`src/rtl/async_tx_pkg.sv`:
```
package async_tx_pkg;

  localparam int unsigned CHAR_W = 8;
  localparam int unsigned TICK_W = 8;

  typedef enum logic [1:0] {
    PH_IDLE = 2'd0,
    PH_DATA = 2'd1,
    PH_STOP = 2'd2
  } tx_phase_e;

  typedef struct packed {
    logic [1:0] len;
    logic       par_en;
    logic       par_odd;
    logic [1:0] stop;
    logic [1:0] mult;
  } tx_fmt_t;

  // number of character bits for a length code
  function automatic logic [3:0] char_bits(input logic [1:0] len);
    return 4'd5 + {2'b00, len};
  endfunction

  function automatic logic [CHAR_W-1:0] char_mask(input logic [1:0] len);
    logic [CHAR_W-1:0] m;
    for (int i = 0; i < CHAR_W; i++) m[i] = (i < int'(char_bits(len)));
    return m;
  endfunction

  // parity bit that completes an even (odd=0) or odd (odd=1) ones count
  function automatic logic parity_of(input logic [CHAR_W-1:0] d,
                                     input logic [1:0] len,
                                     input logic odd);
    return (^(d & char_mask(len))) ^ odd;
  endfunction

  function automatic logic [TICK_W-1:0] bit_ticks(input logic [1:0] mult);
    case (mult)
      2'd0:    return TICK_W'(1);
      2'd1:    return TICK_W'(16);
      default: return TICK_W'(64);
    endcase
  endfunction

  function automatic logic [TICK_W-1:0] stop_ticks(input logic [1:0] stop,
                                                   input logic [1:0] mult);
    logic [TICK_W-1:0] t;
    logic [TICK_W-1:0] h;
    t = bit_ticks(mult);
    h = t >> 1;
    if (h == '0) h = TICK_W'(1);
    case (stop)
      2'd0:    return t;
      2'd1:    return t + h;
      default: return t << 1;
    endcase
  endfunction

endpackage

```
`src/rtl/async_tx_holdbuf.sv`:
```
module async_tx_holdbuf #(
  parameter int unsigned W = 8
) (
  input  logic         clk,
  input  logic         rst_n,
  input  logic         wr_stb,
  input  logic [W-1:0] wr_data,
  input  logic         take,
  output logic         full,
  output logic [W-1:0] q
);

  logic accept;
  assign accept = wr_stb && !full;

  always_ff @(posedge clk) begin
    if (!rst_n) begin
      full <= 1'b0;
      q    <= '0;
    end else if (accept) begin
      full <= 1'b1;
      q    <= wr_data;
    end else if (take) begin
      full <= 1'b0;
    end
  end

endmodule

```
`src/rtl/async_tx_bit_timer.sv`:
```
module async_tx_bit_timer #(
  parameter int unsigned CNT_W = 8
) (
  input  logic             clk,
  input  logic             rst_n,
  input  logic             clr,
  input  logic             tick,
  input  logic [CNT_W-1:0] limit,
  output logic             expire
);

  localparam logic [CNT_W-1:0] ONE = CNT_W'(1);

  logic [CNT_W-1:0] cnt;

  assign expire = tick && (cnt == limit - ONE);

  always_ff @(posedge clk) begin
    if (!rst_n)      cnt <= '0;
    else if (clr)    cnt <= '0;
    else if (expire) cnt <= '0;
    else if (tick)   cnt <= cnt + ONE;
  end

endmodule

```
`src/rtl/async_tx_framer.sv`:
```
module async_tx_framer
  import async_tx_pkg::*;
#(
  parameter int unsigned CNT_W = 8
) (
  input  logic              clk,
  input  logic              rst_n,
  input  logic              load,
  input  logic [CHAR_W-1:0] load_char,
  input  tx_fmt_t           fmt,
  input  logic              expire,
  output logic [CNT_W-1:0]  limit,
  output logic              busy,
  output logic              frame_end,
  output logic              txd
);

  localparam int unsigned FR_W   = CHAR_W + 2;
  localparam int unsigned LEFT_W = $clog2(FR_W + 1);
  localparam logic [LEFT_W-1:0] LEFT_ONE = LEFT_W'(1);

  tx_phase_e         phase;
  logic [FR_W-1:0]   sr;
  logic [LEFT_W-1:0] left;
  logic [CNT_W-1:0]  tpb_q;
  logic [CNT_W-1:0]  stop_q;

  logic [FR_W-1:0]   img;
  logic [LEFT_W-1:0] img_len;
  logic [3:0]        nb;
  logic [3:0]        pidx;
  logic              pbit;

  always_comb begin
    nb   = char_bits(fmt.len);
    pidx = nb + 4'd1;
    pbit = parity_of(load_char, fmt.len, fmt.par_odd);
    img  = '1;
    img[0] = 1'b0;
    for (int k = 0; k < CHAR_W; k++) begin
      if (k < int'(nb)) img[k+1] = load_char[k];
    end
    if (fmt.par_en) img[pidx] = pbit;
    img_len = LEFT_W'(nb) + LEFT_ONE + LEFT_W'(fmt.par_en);
  end

  always_ff @(posedge clk) begin
    if (!rst_n) begin
      phase  <= PH_IDLE;
      sr     <= '1;
      left   <= '0;
      tpb_q  <= CNT_W'(1);
      stop_q <= CNT_W'(1);
    end else if (load) begin
      phase  <= PH_DATA;
      sr     <= img;
      left   <= img_len;
      tpb_q  <= CNT_W'(bit_ticks(fmt.mult));
      stop_q <= CNT_W'(stop_ticks(fmt.stop, fmt.mult));
    end else if (expire) begin
      case (phase)
        PH_DATA: begin
          sr   <= {1'b1, sr[FR_W-1:1]};
          left <= left - LEFT_ONE;
          if (left == LEFT_ONE) phase <= PH_STOP;
        end
        PH_STOP: phase <= PH_IDLE;
        default: ;
      endcase
    end
  end

  assign busy      = (phase != PH_IDLE);
  assign frame_end = (phase == PH_STOP) && expire;
  assign txd       = (phase == PH_DATA) ? sr[0] : 1'b1;
  assign limit     = (phase == PH_STOP) ? stop_q : tpb_q;

endmodule

```
`src/rtl/async_char_tx.sv`:
```
module async_char_tx
  import async_tx_pkg::*;
#(
  parameter int unsigned CNT_W = TICK_W
) (
  input  logic              clk,
  input  logic              rst_n,
  input  logic              tick,
  input  logic              tx_en,
  input  logic [1:0]        fmt_len,
  input  logic              fmt_par_en,
  input  logic              fmt_par_odd,
  input  logic [1:0]        fmt_stop,
  input  logic [1:0]        fmt_mult,
  input  logic              wr_stb,
  input  logic [CHAR_W-1:0] wr_data,
  output logic              txd,
  output logic              hold_empty,
  output logic              shift_empty
);

  tx_fmt_t           fmt;
  logic              hold_full;
  logic [CHAR_W-1:0] hold_char;
  logic              busy;
  logic              frame_end_evt;
  logic              xfer_evt;
  logic              bit_expire;
  logic [CNT_W-1:0]  bit_limit;

  assign fmt = '{len: fmt_len, par_en: fmt_par_en, par_odd: fmt_par_odd,
                 stop: fmt_stop, mult: fmt_mult};

  // move the held byte when the shifter is idle or finishing this cycle
  assign xfer_evt = hold_full && tx_en && (!busy || frame_end_evt);

  async_tx_holdbuf #(.W(CHAR_W)) u_hold (
    .clk     (clk),
    .rst_n   (rst_n),
    .wr_stb  (wr_stb),
    .wr_data (wr_data),
    .take    (xfer_evt),
    .full    (hold_full),
    .q       (hold_char)
  );

  async_tx_bit_timer #(.CNT_W(CNT_W)) u_timer (
    .clk    (clk),
    .rst_n  (rst_n),
    .clr    (xfer_evt),
    .tick   (tick),
    .limit  (bit_limit),
    .expire (bit_expire)
  );

  async_tx_framer #(.CNT_W(CNT_W)) u_framer (
    .clk       (clk),
    .rst_n     (rst_n),
    .load      (xfer_evt),
    .load_char (hold_char),
    .fmt       (fmt),
    .expire    (bit_expire),
    .limit     (bit_limit),
    .busy      (busy),
    .frame_end (frame_end_evt),
    .txd       (txd)
  );

  assign hold_empty  = !hold_full;
  assign shift_empty = !busy;

endmodule

```
`config.mk`:
```
export PLATFORM = sky130hd
export DESIGN_NAME = async_char_tx
export DESIGN_NICKNAME = d
export VERILOG_FILES = /design/src/rtl/async_tx_pkg.sv /design/src/rtl/async_tx_holdbuf.sv /design/src/rtl/async_tx_bit_timer.sv /design/src/rtl/async_tx_framer.sv /design/src/rtl/async_char_tx.sv
export SDC_FILE = /design/constraint.sdc
export NUM_CORES = 1
export LEC_CHECK = 0
export CORE_MARGIN = 1.5
export CORE_UTILIZATION = 40
export CTS_BUF_LIST = sky130_fd_sc_hd__clkbuf_8
export DETAILED_ROUTE_END_ITERATION = 10
export PLACE_DENSITY = 0.69
export SYNTH_ARGS = -nofsm -noshare
export SYNTH_HDL_FRONTEND = slang
export SYNTH_SLANG_ARGS = --single-unit
export TNS_END_PERCENT = 1
```
`constraint.sdc`:
```
create_clock -name clk -period 8.4 [get_ports clk]
set_input_delay 2.52 -clock clk [delete_from_list [all_inputs] [get_ports clk]]
set_output_delay 2.52 -clock clk [all_outputs]
set_load 0.02 [all_outputs]
```
* Yosys cells after proc, flatten, opt, wreduce, memory -nomap -nowiden
Index checks and enable logic that the tools add are counted.
** Storage, ports and cells
- Register bits :: 49
- Logic and storage cells :: 94
- Bits of input ports :: 21
- Output and inout port bits :: 3
** Operators by class
- Add/subtract/negate cells :: 7
- Eq/ne operators :: 8
- Bitwise logic cells :: 3
- $lt $le $gt $ge :: 10
- Multiplexer cells :: 33
- Reductions and logical operators :: 24
** Operators with widths (count)
- 2-to-1 mux 10 bit :: 4
- 2-to-1 mux 8 bit :: 5
- < comparator 3 x 4 -> 1 bit (first input constant) :: 4
- case mux 8 bit (2 select lines) :: 1
- 2-to-1 mux 1 bit :: 14
- case mux 7 bit (2 select lines) :: 1
- 2-to-1 mux 4 bit :: 3
- bitwise mux 10 bit :: 1
- nonzero test 2 bit :: 5
- adder 8 x 1 -> 8 bit (second input constant) :: 1
- adder 8 bit :: 1
- bitwise AND 8 bit :: 1
- equality test 8 bit :: 1
- logical NOT 8 bit :: 1
- < comparator 1 x 4 -> 1 bit (first input constant) :: 2
- < comparator 2 x 4 -> 1 bit (first input constant) :: 2
- XOR reduction 8 bit :: 1
- subtractor 8 x 1 -> 8 bit (second input constant) :: 1
- 2-to-1 mux 7 bit :: 1
- equality test 2 x 1 -> 1 bit (second input constant) :: 3
- logical AND 1 bit :: 6
- AND reduction 3 bit :: 2
- < comparator 4 x 5 -> 1 bit (second input constant) :: 1
- adder 3 x 2 -> 4 bit (first input constant) :: 1
- other kinds (20) :: 22

* Longest topological paths before layout
- Depth after elaboration :: 16
- Mapped depth :: 15
- Gate-level depth less buffers :: 12

* Modules after synthesis
Synthesis repeated with hierarchy kept, for this count alone.
** Second synthesis, totals
- Cell total of the unflattened synthesis :: 323
- Area total of the unflattened synthesis :: 2715.1 µm²
** By module, submodules not included
- async_tx_framer :: times used 1, area each 1656.6 µm², cells each 196, sequential area each 520.5 µm²
- async_tx_bit_timer :: times used 1, area each 661.9 µm², cells each 85, sequential area each 160.2 µm²
- async_tx_holdbuf :: times used 1, area each 379.1 µm², cells each 39, sequential area each 180.2 µm²
- async_char_tx :: times used 1, area each 17.5 µm², cells each 3, sequential area each 0.0 µm²

* Least setup slack after synthesis
Ideal clock, no wire load.
- Path type :: input -> register
- Start :: in tick
- End :: reg u_framer.stop_q[1]
- Arrival time :: 4.143 ns
- Slack :: 4.186 ns
- Required time :: 8.330 ns
- Stages on the path :: 8
- Library setup time :: 0.070 ns
- Buffers on the path :: 2
- Path through :: clkbuf_1 nand4_1 nor3_1 and4_1 a31oi_4 buf_6 or4_1 a21oi_1
** On the way
- Cells in the longest elaborated chain, start to end :: 4
** RTL lines
- from (decl) :: line async_char_tx.sv:8 : input logic tick,
- logical AND 1 bit :: line async_tx_bit_timer.sv:16 : assign expire = tick && (cnt == limit - ONE);
- logical AND 1 bit :: line async_tx_framer.sv:74 : assign frame_end = (phase == PH_STOP) && expire;
- logical OR 1 bit :: line async_char_tx.sv:35 : assign xfer_evt = hold_full && tx_en && (!busy || frame_end_evt);
- logical AND 1 bit :: line async_char_tx.sv:35
- to (signal assigned) :: line async_tx_framer.sv:59 : stop_q <= CNT_W'(stop_ticks(fmt.stop, fmt.mult));
- to (decl) :: line async_tx_framer.sv:26 : logic [CNT_W-1:0] stop_q;
Every way passes these cells.
A chain may end at the register's enable or synchronous reset.

* Worst setup path in the final report
- Start :: in fmt_len[0]
- End :: reg u_framer.sr[6]
** On the way
- Cells in the longest elaborated chain, start to end :: 9
- Elaborated cells between the ends (all ways) :: 22
- Those cells by class :: add/sub (2); order compare (10); mux (6); bitwise (2); reduce/logical (2)
** RTL lines
- from (decl) :: line async_char_tx.sv:10 : input logic [1:0] fmt_len,
- adder 3 x 2 -> 4 bit (*) :: line async_tx_pkg.sv:22 : return 4'd5 + {2'b00, len};
- adder 4 x 1 -> 4 bit :: line async_tx_framer.sv:36 : pidx = nb + 4'd1;
- < comparator 4 x 5 -> 1 bit (implied by the code) or greater-or-equal comparator 4 x 1 -> 1 bit (tied branches) :: line async_tx_framer.sv:43 : if (fmt.par_en) img[pidx] = pbit;
- logical AND 1 bit (implied by the code) :: line async_tx_framer.sv:43
- 2-to-1 mux 1 bit (implied by the code) :: line async_tx_framer.sv:43
- demux 1 bit (select 4 bit)
- bitwise mux 10 bit :: line async_tx_framer.sv:43
- 2-to-1 mux 10 bit (*) :: line async_tx_framer.sv:43
- 2-to-1 mux 10 bit (*) :: line async_tx_framer.sv:54 : end else if (load) begin
- to (signal assigned) :: line async_tx_framer.sv:56 : sr <= img;
- to (signal assigned) :: line async_tx_framer.sv:63 : sr <= {1'b1, sr[FR_W-1:1]};
- to (decl) :: line async_tx_framer.sv:23 : logic [FR_W-1:0] sr;
Every way passes the cells marked *; elsewhere a longest branch is shown, timed or not.

==> flow_metrics.py <==
metrics = {
    "status": {
        "run_status": "finished clean",
    },
    "timing": {
        "slew_viol_final": 0,
        "fmax_ghz": 0.2107,
        "hold_ws_ns": 0.4968,
        "tns_ns": 0,
        "worst_pin_slew_ns": 0.9675,
        "fin_skew_ns": 0.007521,
        "period_share_pct": 56.49,
        "finalHoldViolCount": 0,
        "rsz0062_at_grt": "no",
        "period_minus_slack_ns": 4.745,
        "setup_viol": 0,
        "relSlewSlack_pct": 35.36,
    },
    "job": {
        "cap_viol_max_count": 0,
    },
    "routing": {
        "drt-initial-drc-count": 59,
        "vias_per_cell": 5.150,
        "wl_mm": 5.197,
        "dr.pass1.iters": 4,
        "routedWlPerCell_um": 13.43,
        "route.vias.total": 1993,
        "ant_nets": 0,
        "drc": 0,
    },
    "clock_tree": {
        "cts_hold_buffers": 0,
        "post_cts_buffers": 0,
        "cts_resized": 0,
        "clk_latency_ns": 0.30,
        "htreeDepth": 2,
        "cts_tree": "yes",
        "cts_buffer_depth": 2,
        "clkTransAtPathRegs_ns": 0.08,
        "cts_made_buffers": 5,
        "root_buffer": "clkbuf_8",
        "cts_sinks": 43,
    },
    "setup_path": {
        "rr_worst_depth": 11,
        "critPathRequiredTime_ns": 8.57,
        "cp-start-kind": "primary input",
        "cp-end-kind": "flip-flop",
        "path_class": "primary input to flip-flop",
        "crit_path_frequent_cell": "xnor2_1",
        "cp_cell_sequence": "clkdlybuf4s50_1 > inv_1 > ha_1 > nor2b_1 > xnor2_1 > xnor2_1 > xnor2_1 > nand2_1 > a2111oi_0 > a21oi_1",
        "cpPeakStageDelay_ns": 0.60,
        "crit_fanout": 6,
        "slowest_stage": "clkdlybuf4s50_1",
        "cp.arrival_ns": 4.92,
    },
    "global_routing": {
        "grt_usage_pct": 15.73,
        "grt_pass1_wl_mm": 8.845,
        "grt_max_degree": 39,
        "first_global_vias": 1910,
        "grt_overflow_total": 0,
        "grt_antenna_before_repair": 0,
    },
    "floorplanning": {
        "dieArea_um2": 6928,
        "rows": 29,
        "die_h_um": 83.24,
        "initial_core_util_pct": 41.02,
        "core_um2": 6277,
        "ios": 24,
        "die_x_um": 83.24,
    },
    "cells_and_area": {
        "final_cell_mix": "dfxtp_1 (43), nor2_1 (32), nand2_1 (24)",
        "diodes": 0,
        "drive_gt1_share_pct": 4.839,
        "syn_to_final_growth_pct": 14.43,
        "final_common_cell": "dfxtp_1",
        "fin_cells": 387,
        "final_cell_area_um2": 2947,
        "nNetsFinal": 348,
    },
    "logic_synthesis": {
        "async_flop_share_pct": 0,
        "synth_edf_count": 0,
        "yosys.cell_types.count": 50,
        "syn_avg_cell_area_um2": 8.849,
        "syn_area_um2": 2575,
        "synthFlopType": "dfxtp_1",
        "yosys_register_bits": 43,
        "ys_seq_area_share_pct": 33.43,
        "syn_nets": 330,
        "synthCells": 291,
        "yosysWarningCount": 0,
    },
    "place": {
        "finalWeightedCongestion": 0.8034,
        "dp_cells": 379,
        "place_area_um2": 2843,
        "dpl.hpwl_mm": 3.777,
        "portBuffers": 23,
    },
    "hold_path": {
        "hp-class": "flip-flop to flip-flop",
        "holdPathStages": 2,
    },
    "power_and_ir_drop": {
        "p_leak_nw": 1.172,
        "powerDensity_nw_per_um2": 157.4,
        "ir_drop_mv": 0.07832,
    },
}
-- final timing paths --
path,start,to,slack (ns)
setup / recovery,fmt_len[0],u_framer.sr[6]$_SDFFE_PN1P_,3.65
hold / removal,u_framer.stop_q[1]$_SDFFE_PN0N_,u_framer.stop_q[1]$_SDFFE_PN0N_,0.50
setup reg to reg,u_framer.phase[0]$_SDFFE_PN0P_,u_framer.sr[7]$_SDFFE_PN1P_,4.37
hold reg to reg,u_framer.stop_q[1]$_SDFFE_PN0N_,u_framer.stop_q[1]$_SDFFE_PN0N_,0.50
-- report_power, final --
part | leakage (nW) | internal [mW] | switching, mW
sequential | 0.351 | 0.215 | 0.00940
clock | 0.0505 | 0.0748 | 0.0717
combinational | 0.771 | 0.0428 | 0.0499
-- registers in the layout, indices dropped and copies added (netlist names) --
| register | cells |
|---|---|
| u_timer.cnt | 8 |
| u_framer.sr | 10 |
| u_framer.stop_q | 7 |
| u_hold.full | 1 |
| u_framer.tpb_q | 3 |
| u_framer.phase | 2 |
| u_framer.left | 4 |
| u_hold.q | 8 |
-- synthesized netlist by cell type (2+ instances only) --
cell	instances	area, um^2
dfxtp_1	43	860.8
nor2_1	32	120.1
nand2_1	24	90.09
mux2i_1	22	220.2
ha_1	18	225.2
xnor2_1	14	122.6
a21oi_1	13	65.06
xor2_1	12	105.1
inv_1	11	41.29
o21ai_0	11	55.05
nor2b_1	9	56.30
clkbuf_1	8	30.03
nor3_1	8	40.04
a211oi_1	4	30.03
a22oi_1	4	30.03
nand3_1	4	20.02
nand4_1	4	25.02
and2_1	3	18.77
nand2b_1	3	18.77
nand3b_1	3	22.52
nor3b_1	3	22.52
o211ai_1	3	22.52
a211o_1	2	17.52
and3_1	2	12.51
and3b_1	2	17.52
buf_2	2	10.01
mux2_2	2	22.52
o221ai_1	2	17.52
o31ai_1	2	15.01
-- critical path, delay by kind of cell --
family                     cells  cell delay (ns)
buffers and inverters          2             0.74
xor gates and xnor gates       3             0.61
AOI/OAI and AO/OA              2             0.50
and+or+nand+nor                2             0.31
adders and majority gates      1             0.25
-- per-layer routing --
metal	track usage, %	up-vias	part of all wire [%]
met3	3.678	10	2.9
met4	6.515	0	2.0
met2	25.06	33	44
met1	20.46	896	51
li1	-	1054	-
met5	0	-	0
-- area by class of cell --
cell class	instances	area (um^2)
Inverter	11	41.29
Fill cell	607	3331
Sequential cell	43	860.8
Timing Repair Buffer	23	230.2
Clock buffer	7	96.34
Tap cell	77	96.34
Clock inverter	1	7.507
Multi-Input combinational cell	225	1614
-- logic make-up after synthesis --
group / count (synthesis) / share of synthesized area, %
flip-flops: 43 / 33.43
AND/OR/NAND/NOR: 103 / 20.12
buffers and inverters: 23 / 3.887
AO/OA/AOI/OAI: 53 / 14.92
multiplexers: 24 / 9.427
adder cells (fa/ha/maj): 18 / 8.747
XOR/XNOR: 27 / 9.475
-- stage by stage --
step	util (%)	power (mW)	worst slack, ns
2_1_floorplan	-	0.2942	4.186
4_1_cts	46.94	0.4694	3.669
3_5_place_dp	45.29	0.3216	3.357
5_1_grt	46.94	0.4895	3.397
6_report	46.94	0.4638	3.655
3_3_place_gp	45.29	0.3190	3.409
Note: power is estimated with default switching activity, not from simulation.
